File: src/rtl/pcc_pkg.sv
package pcc_pkg;

  typedef enum logic [1:0] {
    MODE_RUN    = 2'd0,
    MODE_HALT   = 2'd1,
    MODE_STBY   = 2'd2,
    MODE_SETTLE = 2'd3
  } pcc_mode_e;

  typedef enum logic [1:0] {
    CAUSE_RESET = 2'd0,
    CAUSE_IRQ   = 2'd1,
    CAUSE_PORT  = 2'd2
  } pcc_cause_e;

  localparam logic [1:0] ADDR_MODE   = 2'd0;
  localparam logic [1:0] ADDR_GATE   = 2'd1;
  localparam logic [1:0] ADDR_GEAR   = 2'd2;
  localparam logic [1:0] ADDR_SETTLE = 2'd3;

  localparam logic [1:0] CMD_HALT = 2'd1;
  localparam logic [1:0] CMD_STBY = 2'd2;

  localparam int GEAR_W  = 3;
  localparam int N_GEARS = 2;

endpackage

File: src/rtl/pcc_regs.sv
module pcc_regs
  import pcc_pkg::*;
#(
  parameter int N_PERIPH   = 8,
  parameter int DRAM_IDX   = 0,
  parameter int DATA_W     = 16,
  parameter int SETTLE_W   = 16,
  parameter int SETTLE_RST = 16
) (
  input  logic                clk_i,
  input  logic                rst_i,
  input  logic                wr_en_i,
  input  logic [1:0]          wr_addr_i,
  input  logic [DATA_W-1:0]   wr_data_i,
  input  logic                dram_strap_i,
  input  logic                in_run_i,
  output logic [N_PERIPH-1:0] gate_o,
  output logic [GEAR_W-1:0]   gear_o [N_GEARS],
  output logic [SETTLE_W-1:0] settle_o,
  output logic                halt_req_o,
  output logic                stby_req_o
);

  localparam logic [N_PERIPH-1:0] DRAM_BIT = N_PERIPH'(1) << DRAM_IDX;

  logic                dram_off_q;
  logic [N_PERIPH-1:0] gate_q;
  logic [GEAR_W-1:0]   gear_q [N_GEARS];
  logic [SETTLE_W-1:0] settle_q;
  logic [N_PERIPH-1:0] dram_mask;

  assign dram_mask = dram_off_q ? DRAM_BIT : '0;

  // strap is captured only while reset is asserted
  always_ff @(posedge clk_i) begin
    if (rst_i) dram_off_q <= dram_strap_i;
  end

  always_ff @(posedge clk_i) begin
    if (rst_i) begin
      gate_q   <= dram_strap_i ? ~DRAM_BIT : '1;
      settle_q <= SETTLE_W'(SETTLE_RST);
    end else if (wr_en_i) begin
      if (wr_addr_i == ADDR_GATE)   gate_q   <= wr_data_i[N_PERIPH-1:0] & ~dram_mask;
      if (wr_addr_i == ADDR_SETTLE) settle_q <= wr_data_i[SETTLE_W-1:0];
    end
  end

  for (genvar g = 0; g < N_GEARS; g++) begin : g_gear
    always_ff @(posedge clk_i) begin
      if (rst_i) gear_q[g] <= '0;
      else if (wr_en_i && wr_addr_i == ADDR_GEAR)
        gear_q[g] <= wr_data_i[4*g +: GEAR_W];
    end
    assign gear_o[g] = gear_q[g];
  end

  assign gate_o   = gate_q & ~dram_mask;
  assign settle_o = settle_q;

  always_comb begin
    halt_req_o = 1'b0;
    stby_req_o = 1'b0;
    if (wr_en_i && in_run_i && wr_addr_i == ADDR_MODE) begin
      halt_req_o = (wr_data_i[1:0] == CMD_HALT);
      stby_req_o = (wr_data_i[1:0] == CMD_STBY);
    end
  end

endmodule

File: src/rtl/pcc_mode_fsm.sv
module pcc_mode_fsm
  import pcc_pkg::*;
#(
  parameter int N_IRQ    = 4,
  parameter int N_EXT    = 2,
  parameter int N_PORT   = 4,
  parameter int SETTLE_W = 16
) (
  input  logic                clk_i,
  input  logic                rst_i,
  input  logic                halt_req_i,
  input  logic                stby_req_i,
  input  logic [N_IRQ-1:0]    irq_i,
  input  logic [N_EXT-1:0]    ext_irq_i,
  input  logic [N_PORT-1:0]   port_wake_i,
  input  logic [SETTLE_W-1:0] settle_i,
  output pcc_mode_e           mode_o,
  output pcc_cause_e          cause_o
);

  pcc_mode_e           mode_q, mode_d;
  pcc_cause_e          cause_q, cause_d;
  logic [SETTLE_W-1:0] cnt_q;
  logic                load_cnt;
  logic                any_irq, any_ext, any_port;

  assign any_irq  = |irq_i;
  assign any_ext  = |ext_irq_i;
  assign any_port = |port_wake_i;

  always_comb begin
    mode_d   = mode_q;
    cause_d  = cause_q;
    load_cnt = 1'b0;
    unique case (mode_q)
      MODE_RUN: begin
        if (stby_req_i)      mode_d = MODE_STBY;
        else if (halt_req_i) mode_d = MODE_HALT;
      end
      MODE_HALT: begin
        if (any_irq || any_ext) begin
          mode_d  = MODE_RUN;
          cause_d = CAUSE_IRQ;
        end
      end
      MODE_STBY: begin
        if (any_ext) begin
          mode_d   = MODE_SETTLE;
          cause_d  = CAUSE_IRQ;
          load_cnt = 1'b1;
        end else if (any_port) begin
          mode_d   = MODE_SETTLE;
          cause_d  = CAUSE_PORT;
          load_cnt = 1'b1;
        end
      end
      MODE_SETTLE: begin
        if (cnt_q <= SETTLE_W'(1)) mode_d = MODE_RUN;
      end
      default: mode_d = MODE_RUN;
    endcase
  end

  always_ff @(posedge clk_i) begin
    if (rst_i) begin
      mode_q  <= MODE_RUN;
      cause_q <= CAUSE_RESET;
      cnt_q   <= '0;
    end else begin
      mode_q  <= mode_d;
      cause_q <= cause_d;
      if (load_cnt)
        cnt_q <= settle_i;
      else if (mode_q == MODE_SETTLE && cnt_q > SETTLE_W'(1))
        cnt_q <= cnt_q - SETTLE_W'(1);
    end
  end

  assign mode_o  = mode_q;
  assign cause_o = cause_q;

endmodule

File: src/rtl/pcc_gear_div.sv
module pcc_gear_div
  import pcc_pkg::*;
#(
  parameter int MAX_SHIFT = 5
) (
  input  logic              clk_i,
  input  logic              rst_i,
  input  logic [GEAR_W-1:0] code_i,
  output logic              stb_o
);

  localparam int CNT_W = MAX_SHIFT;
  localparam int SH_W  = $clog2(MAX_SHIFT + 1);

  logic [CNT_W-1:0] cnt_q;
  logic [SH_W-1:0]  shift_q;
  logic [SH_W-1:0]  shift_new;
  logic [CNT_W-1:0] mask;
  logic             terminal;

  assign shift_new = (int'(code_i) > MAX_SHIFT) ? SH_W'(MAX_SHIFT) : SH_W'(code_i);
  assign terminal  = &cnt_q;

  always_ff @(posedge clk_i) begin
    if (rst_i) begin
      cnt_q   <= '0;
      shift_q <= '0;
    end else begin
      cnt_q <= cnt_q + CNT_W'(1);
      // ratio switch only where every phase ends together
      if (terminal) shift_q <= shift_new;
    end
  end

  assign mask  = (CNT_W'(1) << shift_q) - CNT_W'(1);
  assign stb_o = ((cnt_q & mask) == mask);

endmodule

File: src/rtl/pwr_clk_ctrl.sv
module pwr_clk_ctrl
  import pcc_pkg::*;
#(
  parameter int N_PERIPH   = 8,
  parameter int DRAM_IDX   = 0,
  parameter int N_IRQ      = 4,
  parameter int N_EXT      = 2,
  parameter int N_PORT     = 4,
  parameter int DATA_W     = 16,
  parameter int SETTLE_W   = 16,
  parameter int SETTLE_RST = 16,
  parameter int MAX_SHIFT  = 5
) (
  input  logic                clk_i,
  input  logic                rst_i,
  input  logic                wr_en_i,
  input  logic [1:0]          wr_addr_i,
  input  logic [DATA_W-1:0]   wr_data_i,
  input  logic [N_IRQ-1:0]    irq_i,
  input  logic [N_EXT-1:0]    ext_irq_i,
  input  logic [N_PORT-1:0]   port_wake_i,
  input  logic                dram_strap_i,
  output logic                core_clk_en_o,
  output logic [N_PERIPH-1:0] periph_clk_en_o,
  output logic                hclk_stb_o,
  output logic                cclk_stb_o,
  output logic                osc_en_o,
  output logic [1:0]          mode_o,
  output logic [1:0]          wake_cause_o
);

  logic [N_PERIPH-1:0] gate;
  logic [GEAR_W-1:0]   gear [N_GEARS];
  logic [N_GEARS-1:0]  div_stb;
  logic [SETTLE_W-1:0] settle;
  logic                halt_req, stby_req;
  pcc_mode_e           mode;
  pcc_cause_e          cause;
  logic                in_run, in_halt, in_stby;

  assign in_run  = (mode == MODE_RUN);
  assign in_halt = (mode == MODE_HALT);
  assign in_stby = (mode == MODE_STBY);

  pcc_regs #(
    .N_PERIPH  (N_PERIPH),
    .DRAM_IDX  (DRAM_IDX),
    .DATA_W    (DATA_W),
    .SETTLE_W  (SETTLE_W),
    .SETTLE_RST(SETTLE_RST)
  ) regs_i (
    .clk_i       (clk_i),
    .rst_i       (rst_i),
    .wr_en_i     (wr_en_i),
    .wr_addr_i   (wr_addr_i),
    .wr_data_i   (wr_data_i),
    .dram_strap_i(dram_strap_i),
    .in_run_i    (in_run),
    .gate_o      (gate),
    .gear_o      (gear),
    .settle_o    (settle),
    .halt_req_o  (halt_req),
    .stby_req_o  (stby_req)
  );

  pcc_mode_fsm #(
    .N_IRQ   (N_IRQ),
    .N_EXT   (N_EXT),
    .N_PORT  (N_PORT),
    .SETTLE_W(SETTLE_W)
  ) fsm_i (
    .clk_i      (clk_i),
    .rst_i      (rst_i),
    .halt_req_i (halt_req),
    .stby_req_i (stby_req),
    .irq_i      (irq_i),
    .ext_irq_i  (ext_irq_i),
    .port_wake_i(port_wake_i),
    .settle_i   (settle),
    .mode_o     (mode),
    .cause_o    (cause)
  );

  for (genvar g = 0; g < N_GEARS; g++) begin : g_div
    pcc_gear_div #(
      .MAX_SHIFT(MAX_SHIFT)
    ) div_i (
      .clk_i (clk_i),
      .rst_i (rst_i),
      .code_i(gear[g]),
      .stb_o (div_stb[g])
    );
  end

  assign core_clk_en_o   = in_run;
  assign periph_clk_en_o = (in_run || in_halt) ? gate : '0;
  assign hclk_stb_o      = in_run & div_stb[0];
  assign cclk_stb_o      = in_run & div_stb[1];
  assign osc_en_o        = ~in_stby;
  assign mode_o          = mode;
  assign wake_cause_o    = cause;

endmodule

File: config.mk
export PLATFORM = sky130hd
export DESIGN_NAME = pwr_clk_ctrl
export DESIGN_NICKNAME = d
export VERILOG_FILES = /design/src/rtl/pcc_pkg.sv /design/src/rtl/pcc_regs.sv /design/src/rtl/pcc_mode_fsm.sv /design/src/rtl/pcc_gear_div.sv /design/src/rtl/pwr_clk_ctrl.sv
export SDC_FILE = /design/constraint.sdc
export NUM_CORES = 1
export LEC_CHECK = 0
export CORE_UTILIZATION = 48
export DETAILED_ROUTE_END_ITERATION = 8
export PLACE_DENSITY = 0.72
export SLEW_MARGIN = 30
export SYNTH_ARGS = -nofsm -noshare
export SYNTH_HDL_FRONTEND = slang
export SYNTH_SLANG_ARGS = --single-unit
File: constraint.sdc
create_clock -name clk_i -period 1.95 [get_ports clk_i]
set_input_delay 0.4875 -clock clk_i [delete_from_list [all_inputs] [get_ports clk_i]]
set_output_delay 0.4875 -clock clk_i [all_outputs]
set_load 0.01 [all_outputs]
==> Word-level counts from Yosys, hierarchy flattened <==
Memory sizes are Yosys's and may differ from the RTL's.
Index checks and enable logic that the tools add are counted.
{ "totals": {"ram_bits": 6, "n_memories": 1, "output_inout_bits": 16, "input_bits": 32, "regBits": 61, "word_cells": 100} }
{ "memory_table": {"columns": ["memory", "depth", "width", "rd", "rd_clocked_by_memory_dff", "wr", "line", "rtl"], "rows": [
  ["regs_i.gear_q", 2, 3, 2, 0, 2, "pcc_regs.sv:28", "logic [GEAR_W-1:0] gear_q [N_GEARS];"]
]} }
{ "classes": {"n_reduce_logical": 21, "shift": 2, "eq_ne": 14, "n_lt_le_gt_ge": 4, "bitwise_logic": 10, "addsub": 5, "n_mux": 33} }
{ "op_table": {"columns": ["cell", "n"], "rows": [
  ["$mux W16", 2],
  ["$mux W8", 4],
  ["$mux W2", 9],
  ["$and A8 B8 Y8", 2],
  ["$gt A16 B1 Y1 const B", 1],
  ["$le A16 B1 Y1 const B", 1],
  ["$sub A16 B1 Y16 const B", 1],
  ["$mux W1", 12],
  ["$mux W3", 4],
  ["$add A5 B1 Y5 const B", 2],
  ["$and A5 B5 Y5", 2],
  ["$eq A2 B2 Y1 const B", 5],
  ["$eq A5 B5 Y1", 2],
  ["$reduce_and A5 Y1", 2],
  ["$shl A1 B3 Y5 const A", 2],
  ["$sub A5 B2 Y5 const B", 2],
  ["$not A8 Y8", 1],
  ["$pmux W2 S4", 1],
  ["$reduce_bool A2 Y1", 4],
  ["$reduce_or A4 Y1", 2],
  ["$eq A2 B1 Y1 const B", 3],
  ["$gt A3 B3 Y1 const B", 2],
  ["$ne A3 B1 Y1 const B", 2],
  ["$logic_and A1 B1 Y1", 4],
  ["other kinds (11)", 17]
]} }

==> Longest topological paths before layout <==
Gate-level depths: netlist of run 1.
{ "logic_depth": {"depth_word": 7, "ltp_mapped": 8} }

==> Modules after synthesis <==
A second synthesis of run 1 with hierarchy kept.
{ "hier_totals": {"cells_unflattened": 334, "hier_area_um2": 3281.9} }
{ "by_module_without_submodules": {"columns": ["mod", "area_each_um2", "seq_area_each_um2", "cells_each", "instances"], "rows": [
  ["pcc_regs", 1386.3, 770.7, 117, 1],
  ["pcc_mode_fsm", 1143.6, 400.4, 138, 1],
  ["pcc_gear_div", 327.8, 160.2, 33, 2],
  ["pwr_clk_ctrl", 96.3, 0.0, 13, 1]
]} }

==> Worst setup path before layout of run 1 <==
No wires, ideal clock.
{ "synth_path": {"path_type": "input port to flip-flop", "start": "in port_wake_i[1]", "end": "reg fsm_i.cause_q[1], in the netlist fsm_i.cause_o[1]", "path_stages": 5, "arrival_ps": 1862, "path_buffers": 0, "setup_slack_ps": 23, "path_cell_list": "or4_1 > or3_1 > nand3_1 > mux2_2 > nor2_1"} }
{ "synth_between": {"elab_chain_len": 3} }
{ "synth_rtl": {"columns": ["element", "line", "rtl"], "rows": [
  ["start, declared", "pwr_clk_ctrl.sv:21", "input logic [N_PORT-1:0] port_wake_i,"],
  ["$reduce_or A4 Y1", "pcc_mode_fsm.sv:29", "assign any_port = |port_wake_i;"],
  ["$ne A3 B1 Y1 (no source line)", null, null],
  ["$reduce_and A3 Y1 (no source line)", null, null],
  ["end signal, assigned", "pcc_mode_fsm.sv:71", "cause_q <= cause_d;"],
  ["end, declared", "pcc_mode_fsm.sv:22", "pcc_cause_e cause_q, cause_d;"]
]} }
Every way passes these cells.
A chain may end at the register's enable or synchronous reset.

==> Worst setup path after layout of run 1 <==
{ "layout_path": {"start": "reg fsm_i.mode_q[1], in the netlist fsm_i.mode_o[1]", "end": "out periph_clk_en_o[2]"} }
{ "layout_between": {"elab_chain_len": 3} }
{ "layout_rtl": {"columns": ["element", "line", "rtl"], "rows": [
  ["start, declared", "pcc_mode_fsm.sv:21", "pcc_mode_e mode_q, mode_d;"],
  ["start signal, assigned", "pcc_mode_fsm.sv:70", "mode_q <= mode_d;"],
  ["$eq A2 B1 Y1 or $logic_not A2 Y1 (tied branches)", "pwr_clk_ctrl.sv:42, pwr_clk_ctrl.sv:41", null],
  ["$logic_or A1 B1 Y1 (*)", "pwr_clk_ctrl.sv:96", "assign periph_clk_en_o = (in_run || in_halt) ? gate : '0;"],
  ["$mux W8 (*)", "pwr_clk_ctrl.sv:96", null],
  ["end, declared", "pwr_clk_ctrl.sv:24", "output logic [N_PERIPH-1:0] periph_clk_en_o,"]
]} }
Every way passes the cells marked *; elsewhere a longest branch is shown, timed or not.

==> metrics.yaml, run 1 <==
grt_overflow: 0
grt_pass1_vias: 2663
synth-seq-area-share: 0.481
reg2reg_to: "fsm_i.mode_o[1]$_SDFFE_PP0P_"
initial_core_util: 0.512
netlist_area_um2: 3100
syn_to_final_growth_pct: 41.3
fp-row-count: 28
clkLatencyLatePin_ns: 0.35
synth_top_flop_cell: "dfxtp_1"
status: "finished, violations left"
reg2reg_depth: 8
grt.total_usage: 0.237
cts.sinks: 67
finalNetCount: 481
synth_warnings: 0
num_vias: 2747
yosysTopAreaCell: "dfxtp_1"
synth_area_per_cell_um2: 9.07
cp-start-kind: "flop"
grt_max_degree: 17
violations: "negative setup slack"
finalWirelength_um: 7480
max-slew-margin-rel: 0.623
drt-initial-drc-count: 72
hold_path_depth: 2
antenna_found_initial: 0
fin_crit_sh: 1.02
vias_per_cell: 5.30
holdPathEnd: "fsm_i.cnt_q[5]$_SDFFE_PP0P_"
die_area_um2: 6790
fin_skew_ns: 0.00943
fin_crit_ns: 1.98
setup_slack_ns: -0.0350
min_path_type: "flop to flop"
port_buffers: 47
yosys.area.top_type_share: 0.335
p_leak_nw: 1.72
synth_edf_count: 15
hold_violations: 0
syn_inst: 342
antenna_cells: 0
finalSetupViolCount: 4
clock_path_buffers: 2
core_um2: 6060
ios: 48
first_pass_iters: 4
drive_above_1_share: 0.296
rrSetupSlack_ns: 0.02
place_congestion: 0.770
syn-num-nets: 385
die_w_um: 82.4
powerDensity_nw_per_um2: 755
drv_cap: 0
cts_buffers: 9
max_freq_mhz: 504
hpwl_um: 5150
path_class: "flop to output port"
cts_tree: "built"
synthDistinctLibCells: 52
hp-start: "regs_i.settle_o[5]$_SDFFE_PP0P_"
power_w: 0.00331
required_ns: 1.46
drc: 0
final.setup.tns_ns: -0.0825
synth_area_leaders: "dfxtp_1 (34%), edfxtp_1 (15%), nand2_1 (7.1%), ha_1 (4.4%), o21ai_0 (3.7%)"
grt_pass1_wl_um: 11800
crit_path_end_kind: "output port"
rsz0062_at_grt: "yes"
cts.hold.buffers_added: 0
drtAntennaViolNets: 0
async_reset_ff_frac: 0
slew_violations: 0
tightestPinTransition_ns: 0.562
root_buffer: "clkbuf_8"
htreeDepth: 3
worst_ep_arrival_time_ns: 1.50
ir_drop_mv: 0.567
clk_pin_slew_ns: 0.07
ys_seq_elements: 67
cp_max_fo: 5
reg2reg_from: "fsm_i.mode_o[1]$_SDFFE_PP0P_"
die_y_um: 82.4
routedWlPerCell_um: 14.4
[per-layer routing]
layer,part of all wire,global-route usage,wire [um],vias to the layer above
li1,-,-,-,1368
met1,0.42,0.251,3110,1309
met2,0.53,0.438,3950,60
met3,0.042,0.0802,317,10
met4,0.015,0.0772,114,0
met5,0,0,0,-
[worst max-delay path, stage by stage (launching register included)]
cell	delay, ns
dfxtp_2	0.34
inv_2	0.06
ha_4	0.17
nor2_4	0.19
buf_6	0.14
buf_6	0.08
nor2b_1	0.03
buf_2	0.14
[cells by family (layout without fill, tap and decap cells)]
group	Yosys count	in the layout	share of synthesized area
XOR/XNOR	15	15	0.0423
AND/OR/NAND/NOR	156	156	0.259
buffers and inverters	23	124	0.0282
flip-flops	67	67	0.481
multiplexers	9	9	0.0302
adder cells (fa/ha/maj)	11	11	0.0444
AO/OA/AOI/OAI	61	61	0.115
[cell usage after synthesis (9+ instances only)]
master / instances
nand2_1: 59
dfxtp_1: 52
nor2_1: 27
o21ai_0: 23
a21oi_1: 19
edfxtp_1: 15
nor2b_1: 13
ha_1: 11
inv_1: 11
clkbuf_1: 9
nand3_1: 9
or2_2: 9
xnor2_1: 9
[stage by stage]
stage	utilization	cell area, um^2	instances	hold WS, ns	setup slack (ns)
floorplan	-	3100	342	0.425	0.0229
global placement	0.655	3970	497	0.443	-0.417
detailed placement	0.655	3970	497	0.440	-0.442
CTS	0.706	4280	518	0.461	-0.0623
global route	0.723	4380	518	0.482	-0.118
finish	0.723	4380	518	0.459	-0.0350
[worst max-delay path by stage]
| stage | startpoint | end | slack [ns] | cells past startpoint |
|---|---|---|---|---|
| floorplan | port_wake_i[1] | fsm_i.cause_o[1]$_SDFFE_PP0P_ | 0.02 | 5 |
| global placement | port_wake_i[1] | fsm_i.cause_o[1]$_SDFFE_PP0P_ | -0.42 | 6 |
| detailed placement | wr_en_i | fsm_i.mode_o[1]$_SDFFE_PP0P_ | -0.44 | 5 |
| CTS | fsm_i.mode_o[0]$_SDFFE_PP0P_ | periph_clk_en_o[6] | -0.06 | 6 |
| global route | fsm_i.mode_o[0]$_SDFFE_PP0P_ | periph_clk_en_o[2] | -0.12 | 7 |
| finish | fsm_i.mode_o[1]$_SDFFE_PP0P_ | periph_clk_en_o[2] | -0.03 | 7 |
[cell usage in the layout (no fill, tap or decap), types with 5 or more instances in the layout]
| cell | instances |
|---|---|
| inv_1 | 8 |
| buf_2 | 9 |
| clkbuf_8 | 10 |
| buf_4 | 45 |
| dfxtp_1 | 48 |
| ha_1 | 6 |
| edfxtp_1 | 15 |
| nor2b_1 | 13 |
| nand2_1 | 58 |
| clkdlybuf4s50_1 | 29 |
| and2_1 | 6 |
| o21ai_1 | 6 |
| mux2i_1 | 6 |
| or2_2 | 9 |
| buf_6 | 5 |
| nor2_1 | 23 |
| xnor2_1 | 9 |
| o21ai_0 | 19 |
| xor2_1 | 5 |
| a21oi_1 | 19 |
| nand3_1 | 7 |
[what timing repair did]
| action | 4_1_cts | 5_1_grt |
|---|---|---|
| pin swaps | 6 | 9 |
| endpoints found under the setup margin | 30 | 23 |
| buffers inserted | 5 | 1 |
| resized for setup | 74 | 35 |
[flip-flops by register name (all words and copies together) (netlist names)]
name,count
fsm_i.cause_o,2
regs_i.gear_q,6
regs_i.gate_q,8
fsm_i.mode_o,2
fsm_i.cnt_q,16
regs_i.settle_o,16
regs_i.dram_off_q,1
g_div.div_i.shift_q,6
g_div.div_i.cnt_q,10
[where the power goes]
group | leakage [nW] | internal (W) | switching, W
clock network | 0.0987 | 0.000581 | 0.000537
logic | 1.05 | 0.000360 | 0.000307
registers | 0.572 | 0.00148 | 0.0000401
[layout make-up]
cell class / count / area, um^2
inverter: 11 / 43.8
multi-input combinational: 252 / 1720
clock inverter: 4 / 31.3
clock buffer: 12 / 166
timing repair buffer: 97 / 831
sequential: 67 / 1500
fill: 469 / 1680
tap: 75 / 93.8
Note: power is estimated with default switching activity, not from simulation.
==> inputs of run 2 (changes only) <==
==> constraint.sdc (replaced) <==
create_clock -name clk_i -period 1.95 [get_ports clk_i]
set_input_delay 0.195 -clock clk_i [delete_from_list [all_inputs] [get_ports clk_i]]
set_output_delay 0.195 -clock clk_i [all_outputs]
set_load 0.01 [all_outputs]
==> metrics.yaml, run 2 (synthesis gave the netlist of run 1 again) <==
status: "complete, no violations"
drive_above_1_share: 0.200  # -0.0962
drv_cap: 0  # unchanged
finalSetupViolCount: 0  # -4
initial_core_util: 0.512  # unchanged
clock_path_buffers: 2  # unchanged
routedWlPerCell_um: 14.2  # -1.9%
cts_buffers: 9  # unchanged
antenna_found_initial: 0  # unchanged
fin_crit_ns: 1.91  # -0.0779 ns
hp-start: "wr_data_i[9]"
slew_violations: 0  # unchanged
final_cell_mix: "nand2_1 (59), dfxtp_1 (48), clkdlybuf4s50_1 (36)"
htreeDepth: 3  # unchanged
p_leak_nw: 1.58  # -8.3%
syn_to_final_growth_pct: 33.7
vias_per_cell: 5.31  # +0.12%
powerDensity_nw_per_um2: 779  # +3.2%
post_dp_cell_area_um2: 3860  # -2.8%
core_um2: 6060  # unchanged
place_congestion: 0.779  # +1.2%
fp-row-count: 28  # unchanged
max-slew-margin-rel: 0.508  # -0.115
die_w_um: 82.4  # unchanged
fin_skew_ns: 0.00823  # -0.00120 ns
fillCellCount: 492  # +4.9%
grt_pass1_vias: 2550  # -4.2%
ios: 48  # unchanged
finalNonFillerCells: 501  # -3.3%
min_path_type: "primary input to flop"
dp_cells: 482  # -3.0%
antenna_cells: 0  # unchanged
cp_max_fo: 4  # -1
fin_crit_sh: 0.978  # -0.0400
place_ws_ns: -0.161  # +0.281 ns
clk_pin_slew_ns: 0.07  # about the same
max_freq_mhz: 524  # +4.1%
hpwl_um: 5160  # +0.24%
setup_slack_ns: 0.0430  # +0.0779 ns
reg2reg_from: "fsm_i.cnt_q[2]$_SDFFE_PP0P_"
grt.total_usage: 0.228  # -0.00906
ir_drop_mv: 0.560  # -1.4%
grt_max_degree: 34  # +17
drtAntennaViolNets: 0  # unchanged
die_area_um2: 6790  # unchanged
first_pass_iters: 4  # unchanged
worst_ep_arrival_time_ns: 2.18  # +0.68 ns
num_vias: 2660  # -3.2%
cts_tree: "built"
tightestPinTransition_ns: 0.736  # +0.175 ns
power_w: 0.00323  # -2.4%
crit_path_end_kind: "flop"
grt_overflow: 0  # unchanged
cp-start-kind: "flop"
grt_pass1_wl_um: 11300  # -3.9%
port_buffers: 47  # unchanged
mostFrequentLayoutCell: "nand2_1"
finalNetCount: 464  # -3.5%
required_ns: 2.22  # +0.76 ns
final_area_um2: 4150  # -5.4%
finalWirelength_um: 7100  # -5.1%
root_buffer: "clkbuf_8"
die_y_um: 82.4  # unchanged
cts.sinks: 67  # unchanged
drt-initial-drc-count: 103  # +43%
drc: 0  # unchanged
path_class: "flop to flop"
clkLatencyLatePin_ns: 0.34  # about the same
cp-startpoint: "fsm_i.cnt_q[2]$_SDFFE_PP0P_"
hold_violations: 0  # unchanged
[run 2: changes by cell type in the layout (fill, tap and decap cells not counted), moves of 3 or more]
| cell | before | now |
|---|---|---|
| buf_4 | 45 | 30 |
| buf_2 | 9 | 0 |
| clkdlybuf4s50_1 | 29 | 36 |
| dlygate4sd2_1 | 3 | 10 |
| buf_6 | 5 | 1 |
| dlymetal6s2s_1 | 4 | 0 |
| ha_4 | 4 | 0 |
| ha_1 | 6 | 9 |
| inv_1 | 8 | 11 |
| o21ai_0 | 19 | 22 |
[run 2: final timing paths]
| path | to | slack, ns | cells after the start |
|---|---|---|---|
| max reg2reg | fsm_i.cnt_q[8]$_SDFFE_PP0P_ | 0.04 | 5 |
| max | fsm_i.cnt_q[8]$_SDFFE_PP0P_ | 0.04 | 5 |
| min | regs_i.settle_o[9]$_SDFFE_PP0P_ | 0.40 | 3 |
| min reg2reg | fsm_i.cnt_q[5]$_SDFFE_PP0P_ | 0.46 | 2 |
[run 2: per-stage QoR]
step	setup TNS (ns)	util	hold WS [ns]
2_1_floorplan	0	-	0.294
3_3_place_gp	-0.963	0.637	0.441
3_5_place_dp	-2.43	0.637	0.444
4_1_cts	0	0.673	0.387
5_1_grt	-0.00933	0.684	0.397
6_report	0	0.684	0.404
[run 2: where the power goes]
part           internal (W)  switching, W
clock              0.000665      0.000509
sequential          0.00148     0.0000372
combinational      0.000286      0.000251
[run 2: area by class of cell]
cell class / count / area (um^2) / share of cell area
multi-input cells: 252 / 1580 / 0.382
flip-flops and latches: 67 / 1500 / 0.361
repair buffers: 80 / 729 / 0.176
clock buffers: 12 / 156 / 0.0377
well taps: 75 / 93.8 / 0.0226
clock inverters: 4 / 47.5 / 0.0115
inverters: 11 / 41.3 / 0.00995
[run 2: repair_timing]
| action | in CTS | in global routing |
|---|---|---|
| setup buffers | 1 | 2 |
| setup endpoints to repair | 26 | 13 |
| pin swaps | 1 | 2 |
| hold buffers | 0 | 0 |
| resized for setup | 18 | 18 |
[run 2: layer usage]
| layer | routed length (um) | global-route usage |
|---|---|---|
| met3 | 315 | 0.0560 |
| met1 | 2980 | 0.247 |
| met4 | 87 | 0.118 |
| met5 | 0 | 0 |
| met2 | 3720 | 0.410 |
[run 2: critical path, cell delays in order (launching register included)]
cell and delay [ns]:
dfxtp_1 0.32, or4_4 0.55, or2_4 0.27, or4_4 0.43, xor2_2 0.16, o21ai_1 0.12
